$ cat src/rtl/fpsn_pkg.sv
package fpsn_pkg;

  typedef enum logic [2:0] {
    FC_ZERO = 3'd0,
    FC_SUB  = 3'd1,
    FC_NORM = 3'd2,
    FC_INF  = 3'd3,
    FC_NAN  = 3'd4
  } fp_cls_e;

  typedef enum logic [1:0] {
    RK_FINITE = 2'd0,
    RK_INF    = 2'd1,
    RK_NAN    = 2'd2,
    RK_NAN_B  = 2'd3
  } res_kind_e;

endpackage

$ cat src/rtl/fp_operand_unpack.sv
module fp_operand_unpack
  import fpsn_pkg::*;
#(
  parameter int EXPW  = 8,
  parameter int FRACW = 23
) (
  input  logic [EXPW+FRACW:0] op_i,
  input  logic                daz_i,
  output logic [EXPW+FRACW:0] op_o,
  output logic [2:0]          cls_o,
  output logic [EXPW-1:0]     exp_o,
  output logic [FRACW:0]      sig_o,
  output logic                raw_sub_o
);

  localparam int WORDW = EXPW + FRACW + 1;

  logic             sgn;
  logic [EXPW-1:0]  efield;
  logic [FRACW-1:0] frac;
  logic             e_zero;
  logic             e_max;
  logic             f_nz;
  fp_cls_e          cls;

  always_comb begin
    sgn    = op_i[WORDW-1];
    efield = op_i[WORDW-2 -: EXPW];
    frac   = op_i[FRACW-1:0];
    e_zero = (efield == '0);
    e_max  = &efield;
    f_nz   = |frac;

    raw_sub_o = e_zero & f_nz;

    // Default: a plain encoded value with its hidden bit made explicit.
    op_o  = op_i;
    exp_o = efield;
    sig_o = {1'b1, frac};
    cls   = FC_NORM;

    if (e_zero && !f_nz) begin
      cls   = FC_ZERO;
      exp_o = '0;
      sig_o = '0;
    end else if (e_zero) begin
      if (daz_i) begin
        // Input-side replacement keeps only the sign bit.
        cls   = FC_ZERO;
        op_o  = {sgn, {(WORDW-1){1'b0}}};
        exp_o = '0;
        sig_o = '0;
      end else begin
        // Read at the minimum normal exponent, with no hidden bit.
        cls   = FC_SUB;
        exp_o = EXPW'(1);
        sig_o = {1'b0, frac};
      end
    end else if (e_max) begin
      cls = f_nz ? FC_NAN : FC_INF;
    end
  end

  assign cls_o = cls;

endmodule

$ cat src/rtl/fp_result_pack.sv
module fp_result_pack
  import fpsn_pkg::*;
#(
  parameter int EXPW  = 8,
  parameter int FRACW = 23,
  parameter int XEXPW = 10
) (
  input  logic                    ftz_i,
  input  logic [1:0]              kind_i,
  input  logic                    sign_i,
  input  logic signed [XEXPW-1:0] exp_i,
  input  logic [FRACW:0]          sig_i,
  output logic [EXPW+FRACW:0]     word_o,
  output logic                    sticky_o,
  output logic                    flushed_o,
  output logic                    sub_inexact_o
);

  localparam int SIGW  = FRACW + 1;
  localparam int SHMAX = SIGW + 1;
  localparam int SHW   = $clog2(SHMAX + 1);
  localparam int EMAX  = (1 << EXPW) - 1;
  localparam int WIDEW = 2 * SIGW + 1;

  logic signed [XEXPW:0] sh_full;
  logic [SHW-1:0]        amt;
  logic [WIDEW-1:0]      wide;
  logic [FRACW-1:0]      frac_sub;
  logic [SIGW:0]         lost;
  logic                  unused_top_bit;
  res_kind_e             kind;

  // Denormalising shifter: the significand is placed above SIGW+1 guard
  // positions, so even the clamped distance loses nothing off the bottom.
  always_comb begin
    sh_full = (XEXPW+1)'(1) - (XEXPW+1)'(exp_i);
    if (sh_full > SHMAX) amt = SHW'(SHMAX);
    else                 amt = sh_full[SHW-1:0];
    wide     = {sig_i, {(SIGW+1){1'b0}}} >> amt;
    frac_sub = wide[WIDEW-2 -: FRACW];
    lost     = wide[SIGW:0];
  end

  assign unused_top_bit = wide[WIDEW-1];

  always_comb begin
    kind          = res_kind_e'(kind_i);
    word_o        = {sign_i, {(EXPW+FRACW){1'b0}}};
    sticky_o      = 1'b0;
    flushed_o     = 1'b0;
    sub_inexact_o = 1'b0;

    unique case (kind)
      RK_INF: begin
        word_o = {sign_i, {EXPW{1'b1}}, {FRACW{1'b0}}};
      end
      RK_NAN, RK_NAN_B: begin
        word_o = {sign_i, {EXPW{1'b1}}, sig_i[FRACW-1:0]};
      end
      default: begin
        if (sig_i == '0) begin
          word_o = {sign_i, {(EXPW+FRACW){1'b0}}};
        end else if (exp_i >= EMAX) begin
          word_o = {sign_i, {EXPW{1'b1}}, {FRACW{1'b0}}};
        end else if (exp_i >= 1) begin
          word_o = {sign_i, exp_i[EXPW-1:0], sig_i[FRACW-1:0]};
        end else if (ftz_i) begin
          word_o    = {sign_i, {(EXPW+FRACW){1'b0}}};
          flushed_o = 1'b1;
        end else begin
          word_o        = {sign_i, {EXPW{1'b0}}, frac_sub};
          sticky_o      = |lost;
          sub_inexact_o = |lost;
        end
      end
    endcase
  end

endmodule

$ cat src/rtl/fp_mode_csr.sv
module fp_mode_csr #(
  parameter int DATAW    = 32,
  parameter int IDF_BIT  = 0,
  parameter int UF_BIT   = 1,
  parameter int DAZ_BIT  = 6,
  parameter int FTZ_BIT  = 15,
  parameter int BOTH_BIT = 24
) (
  input  logic             clk,
  input  logic             rst_n,
  input  logic             we_i,
  input  logic             sel_i,
  input  logic [DATAW-1:0] wdata_i,
  input  logic             set_idf_i,
  input  logic             set_uf_i,
  output logic             daz_o,
  output logic             ftz_o,
  output logic [DATAW-1:0] rdata_o
);

  logic daz_q, ftz_q, idf_q, uf_q;
  logic daz_d, ftz_d, idf_d, uf_d;
  logic clr_idf, clr_uf, reg_en;
  logic unused_wdata;

  always_comb begin
    clr_idf = we_i && !sel_i && wdata_i[IDF_BIT];
    clr_uf  = we_i && !sel_i && wdata_i[UF_BIT];
    daz_d   = daz_q;
    ftz_d   = ftz_q;
    idf_d   = idf_q;
    uf_d    = uf_q;
    if (we_i && !sel_i) begin
      daz_d = wdata_i[DAZ_BIT];
      ftz_d = wdata_i[FTZ_BIT];
    end else if (we_i) begin
      daz_d = wdata_i[BOTH_BIT];
      ftz_d = wdata_i[BOTH_BIT];
    end
    // A new event in the same cycle as a clear wins.
    if (clr_idf)   idf_d = 1'b0;
    if (set_idf_i) idf_d = 1'b1;
    if (clr_uf)    uf_d  = 1'b0;
    if (set_uf_i)  uf_d  = 1'b1;
    reg_en = we_i | set_idf_i | set_uf_i;
  end

  always_ff @(posedge clk or negedge rst_n) begin
    if (!rst_n) begin
      daz_q <= 1'b0;
      ftz_q <= 1'b0;
      idf_q <= 1'b0;
      uf_q  <= 1'b0;
    end else if (reg_en) begin
      daz_q <= daz_d;
      ftz_q <= ftz_d;
      idf_q <= idf_d;
      uf_q  <= uf_d;
    end
  end

  always_comb begin
    rdata_o = '0;
    if (!sel_i) begin
      rdata_o[IDF_BIT] = idf_q;
      rdata_o[UF_BIT]  = uf_q;
      rdata_o[DAZ_BIT] = daz_q;
      rdata_o[FTZ_BIT] = ftz_q;
    end else begin
      rdata_o[BOTH_BIT] = daz_q & ftz_q;
    end
  end

  assign daz_o = daz_q;
  assign ftz_o = ftz_q;
  assign unused_wdata = ^wdata_i;

  AST_IDF_STICKY: assert property (@(posedge clk) disable iff (!rst_n)
    idf_q && !clr_idf |=> idf_q);
  AST_UF_STICKY: assert property (@(posedge clk) disable iff (!rst_n)
    uf_q && !clr_uf |=> uf_q);
  AST_IDF_SETS: assert property (@(posedge clk) disable iff (!rst_n)
    set_idf_i |=> idf_q);

endmodule

$ cat src/rtl/fp_subnorm_stage.sv
module fp_subnorm_stage
  import fpsn_pkg::*;
#(
  parameter int NOPS  = 2,
  parameter int EXPW  = 8,
  parameter int FRACW = 23,
  parameter int XEXPW = 10,
  parameter int CSRW  = 32
) (
  input  logic                               clk,
  input  logic                               rst_n,
  input  logic                               in_valid_i,
  input  logic [NOPS-1:0][EXPW+FRACW:0]      op_i,
  output logic [NOPS-1:0][EXPW+FRACW:0]      op_o,
  output logic [NOPS-1:0][2:0]               op_cls_o,
  output logic [NOPS-1:0][EXPW-1:0]          op_exp_o,
  output logic [NOPS-1:0][FRACW:0]           op_sig_o,
  input  logic                               res_valid_i,
  input  logic [1:0]                         res_kind_i,
  input  logic                               res_sign_i,
  input  logic signed [XEXPW-1:0]            res_exp_i,
  input  logic [FRACW:0]                     res_sig_i,
  output logic [EXPW+FRACW:0]                res_o,
  output logic                               res_sticky_o,
  input  logic                               csr_we_i,
  input  logic                               csr_sel_i,
  input  logic [CSRW-1:0]                    csr_wdata_i,
  output logic [CSRW-1:0]                    csr_rdata_o
);

  localparam int WORDW = EXPW + FRACW + 1;

  logic            rst_meta_n, rst_sync_n;
  logic            daz, ftz;
  logic [NOPS-1:0] raw_sub;
  logic            flushed, sub_inexact;
  logic            set_idf, set_uf;

  // Reset asserts asynchronously, releases on the second clock edge.
  always_ff @(posedge clk or negedge rst_n) begin
    if (!rst_n) begin
      rst_meta_n <= 1'b0;
      rst_sync_n <= 1'b0;
    end else begin
      rst_meta_n <= 1'b1;
      rst_sync_n <= rst_meta_n;
    end
  end

  for (genvar g = 0; g < NOPS; g++) begin : g_op
    fp_operand_unpack #(.EXPW(EXPW), .FRACW(FRACW)) unpack_i (
      .op_i      (op_i[g]),
      .daz_i     (daz),
      .op_o      (op_o[g]),
      .cls_o     (op_cls_o[g]),
      .exp_o     (op_exp_o[g]),
      .sig_o     (op_sig_o[g]),
      .raw_sub_o (raw_sub[g])
    );

    AST_SUB_EXP_MIN: assert property (@(posedge clk) disable iff (!rst_sync_n)
      op_cls_o[g] == FC_SUB |-> op_exp_o[g] == EXPW'(1) && !op_sig_o[g][FRACW]);
    AST_DAZ_NO_SUB: assert property (@(posedge clk) disable iff (!rst_sync_n)
      daz |-> op_cls_o[g] != FC_SUB);
  end

  fp_result_pack #(.EXPW(EXPW), .FRACW(FRACW), .XEXPW(XEXPW)) pack_i (
    .ftz_i         (ftz),
    .kind_i        (res_kind_i),
    .sign_i        (res_sign_i),
    .exp_i         (res_exp_i),
    .sig_i         (res_sig_i),
    .word_o        (res_o),
    .sticky_o      (res_sticky_o),
    .flushed_o     (flushed),
    .sub_inexact_o (sub_inexact)
  );

  assign set_idf = in_valid_i & (|raw_sub);
  assign set_uf  = res_valid_i & (flushed | sub_inexact);

  fp_mode_csr #(.DATAW(CSRW)) csr_i (
    .clk       (clk),
    .rst_n     (rst_sync_n),
    .we_i      (csr_we_i),
    .sel_i     (csr_sel_i),
    .wdata_i   (csr_wdata_i),
    .set_idf_i (set_idf),
    .set_uf_i  (set_uf),
    .daz_o     (daz),
    .ftz_o     (ftz),
    .rdata_o   (csr_rdata_o)
  );

  AST_FTZ_NO_SUB_OUT: assert property (@(posedge clk) disable iff (!rst_sync_n)
    ftz && res_kind_i == RK_FINITE |->
      !(res_o[WORDW-2 -: EXPW] == '0 && res_o[FRACW-1:0] != '0));
  AST_SPECIAL_EXP: assert property (@(posedge clk) disable iff (!rst_sync_n)
    res_kind_i != RK_FINITE |-> &res_o[WORDW-2 -: EXPW]);
  AST_STICKY_SUB_ONLY: assert property (@(posedge clk) disable iff (!rst_sync_n)
    res_sticky_o |-> res_o[WORDW-2 -: EXPW] == '0);

endmodule

$ cat config.mk
export PLATFORM = sky130hd
export DESIGN_NAME = fp_subnorm_stage
export DESIGN_NICKNAME = d
export VERILOG_FILES = /design/src/rtl/fpsn_pkg.sv /design/src/rtl/fp_operand_unpack.sv /design/src/rtl/fp_result_pack.sv /design/src/rtl/fp_mode_csr.sv /design/src/rtl/fp_subnorm_stage.sv
export SDC_FILE = /design/constraint.sdc
export NUM_CORES = 1
export LEC_CHECK = 0
export BUFFER_PORTS_ARGS = -buffer_cell sky130_fd_sc_hd__buf_2
export CAP_MARGIN = 20
export CORE_AREA = 2 2 132 134
export CTS_CLUSTER_DIAMETER = 50
export CTS_CLUSTER_SIZE = 30
export DETAILED_ROUTE_END_ITERATION = 7
export DIE_AREA = 0 0 134 136
export HOLD_SLACK_MARGIN = 0.08
export PLACE_DENSITY_LB_ADDON = 0.2
export SLEW_MARGIN = 10
export SYNTH_ARGS = -nofsm -noshare
export SYNTH_HDL_FRONTEND = slang
export SYNTH_SLANG_ARGS = --single-unit
export TNS_END_PERCENT = 30
$ cat constraint.sdc
create_clock -name clk -period 3.49 [get_ports clk]
set_input_delay 0.1745 -clock clk [delete_from_list [all_inputs] [get_ports clk]]
set_output_delay 0.1745 -clock clk [all_outputs]
set_load 0.02 [all_outputs]
==> qor.yml <==
clock_tree:
  cts_tree: "done"
  worstSkewPairLatency_ns: 0.23
  clock_path_buffers: 2
  numCtsBuffers: 3
  clockRootBuffer: "clkbuf_16"
  clk_pin_slew_ns: 0.03
  cts_max_level: 1
  clkSinkCount: 6
finish:
  area_growth_pct: 59.6
  fin_area_um2: 7020
  postLayoutCoreUtil: 0.416
  fillCellCount: 1851
  drive_gt1_frac: 0.457
  final_nets: 1191
placement:
  dp_slack_ns: -0.399
  dpl-instance-area_um2: 6520
  gp_congestion: 1.01
  place_hpwl_um: 23800
  io_buffers: 277
yosys:
  synthFlopType: "dfrtp_1"
  synth_top_family_by_area: "simple AND/OR/NAND/NOR gates"
  synth-xor-area-share: 0.00597
  yosysSeqAreaShare: 0.0341
  syn_area_um2: 4400
  ys_types: 78
  yosys-mux-area-fraction: 0.0447
  syn_inst: 713
  yosysTopAreaCell: "and2_1"
  yosys.area.top_type_share: 0.142
  synth_most_common_cell: "and2_1"
  ys_warn_count: 0
  synthArstFlopShare: 1.00
  synth_compound_area_frac: 0.358
  synthAdderAreaFrac: 0.00569
  synth_edf_count: 0
  synth.area.top_cells: "and2_1 (14%), a21oi_1 (6.3%), nand2_1 (5.7%)"
  avgSynthCellArea_um2: 6.17
  synthTopCellsByCount: "and2_1 (100), nand2_1 (67), clkbuf_1 (64)"
  synth-simple-area-share: 0.401
  synth-seq-cells: 6
setup_path:
  crit_type: "input port to output pin"
  critical_path.max_fanout: 4
  crit_required_ns: 3.32
  cp-start-kind: "input port"
  crit_chain: "buf_8 -> inv_8 -> ha_4 -> nor3b_4 -> mux2i_2 -> o211ai_2 -> a21o_4 -> buf_6 -> o32ai_4 -> o32a_1 -> o22ai_2 -> nor4_2 -> o2111a_1 -> nand4_1 -> a221oi_2 -> nor2_1 -> buf_4"
  cp.arrival_ns: 3.41
  crit_path_end_kind: "output pin"
  crit_slowest_cell: "o32ai_4"
  cpPeakStageDelay_ns: 0.31
floorplan:
  std_cell_rows: 48
  io_pins: 338
  die-width_um: 134
  dieArea_um2: 18200
  fp.dieH_um: 136
  coreArea_um2: 16900
  start_util: 0.261
timing:
  rsz0062_at_grt: "true"
  tightest_slew_ns: 1.02
  final.setup_skew_ns: 0.00120
  hold_viol_final: 0
  period_needed_ns: 3.58
  slew_violations: 0
  max_freq_mhz: 279
  setup_viol: 1
  fin_setup_tns_ns: -0.0942
  worst_slack_ns: -0.0942
  slew_headroom: 0.319
  fin_crit_sh: 1.03
grt:
  grt_pass1_wl_um: 40400
  grt.overflow.total: 0
  grt_use_total: 0.294
  grt_pass1_vias: 6179
  antenna_found_initial: 1
  grt_max_degree: 47
pwr:
  cellLeakagePower_nw: 3.28
  power_per_cell_area_nw_per_um2: 207
  vdd_drop_max_v: 0.000101
hold_path:
  min_path_type: "input port to flop"
status:
  status: "finished, violations left"
  violations: "negative setup slack"
routing:
  wl_um: 28700
  wl_per_cell_um: 22.5
  dr.pass1.iters: 7
  viasPerCell: 5.45
  vias: 6949
  ant_nets: 0
  drt_iter0_markers: 604
  drcViolationCount: 0
run:
  maxCapViolCount: 0
==> metal layers <==
layer  global-route usage  up-vias  share of wire
met1                0.376     3259           0.40
met2                0.496      417           0.47
met4               0.0922        0          0.039
met5                    0        -              0
li1                     -     3197              -
met3               0.0619       76          0.090
==> critical path, delay by kind of cell <==
kind,cells,cell delay [ns]
AOI/OAI and AO/OA,7,1.65
adders and majority gates,1,0.12
buffers and inverters,4,0.45
muxes,1,0.29
and+or+nand+nor,4,0.72
==> sequential cells by signal, summed over array words and instances (netlist names) <==
name,flops
csr_i.daz_o,1
csr_i.ftz_o,1
csr_i.idf_q,1
csr_i.uf_q,1
rst_meta_n,1
rst_sync_n,1
==> per-stage QoR <==
step	std cells	total power, mW	hold WS [ns]
4_1_cts	1268	1.42	0.185
6_report	1274	1.45	0.187
5_1_grt	1274	1.53	0.187
2_1_floorplan	739	0.703	-0.121
3_5_place_dp	1254	1.17	-0.0383
3_3_place_gp	1254	1.19	-0.0380
==> worst paths after layout <==
path	startpoint	end	slack, ns	cells after the start
hold / removal	in_valid_i	csr_i.idf_q$_DFFE_PN0P_	0.19	2
max in group asynchronous	rst_sync_n$_DFF_PN0_	csr_i.uf_q$_DFFE_PN0P_	2.69	1
min in group asynchronous	rst_n	rst_meta_n$_DFF_PN0_	0.27	2
hold reg to reg	rst_meta_n$_DFF_PN0_	rst_sync_n$_DFF_PN0_	0.34	0
setup / recovery	res_exp_i[1]	res_sticky_o	-0.09	17
setup reg to reg	csr_i.ftz_o$_DFFE_PN0P_	csr_i.uf_q$_DFFE_PN0P_	2.13	3
==> layout by cell type, fill, tap and decap left out, types with 20 or more instances in the layout <==
cell	netlist	routed
buf_4	31	132
and2_1	100	99
nor3_1	23	20
buf_2	9	275
a21oi_1	55	51
nor2_1	55	53
conb_1	2	28
o21ai_0	41	37
nor4_1	23	23
nand2_1	67	66
==> power by group <==
part           switching (mW)  total, mW  internal, mW
Sequential            0.00816     0.0845        0.0763
Clock                  0.0380      0.185         0.147
Combinational           0.721       1.18         0.464
Total                   0.767       1.45         0.687
==> what timing repair did <==
action	4_1_cts	5_1_grt
hold buffers	2	0
endpoints found under the setup margin	3	5
cloned	1	0
pin swaps	22	11
setup buffers	8	4
endpoints found under the hold margin	6	0
resized for setup	48	16
==> layout make-up <==
| cell class | count | area (µm²) | share of cell area |
|---|---|---|---|
| Multi-Input combinational cell | 604 | 3910 | 0.557 |
| Timing Repair Buffer | 420 | 2530 | 0.361 |
| Tap cell | 225 | 282 | 0.0401 |
| Sequential cell | 6 | 150 | 0.0214 |
| Clock buffer | 3 | 75.1 | 0.0107 |
| Inverter | 15 | 68.8 | 0.00980 |
| Antenna cell | 1 | 2.50 | 0.000356 |
==> cells by family after synthesis <==
group                      Yosys count
AOI/OAI and AO/OA                  222
xor gates and xnor gates             3
adders and majority gates            2
buffers and inverters              129
DFF                                  6
muxes                               19
other                                2
and+or+nand+nor                    330
Power figures use the tool's default switching activity.
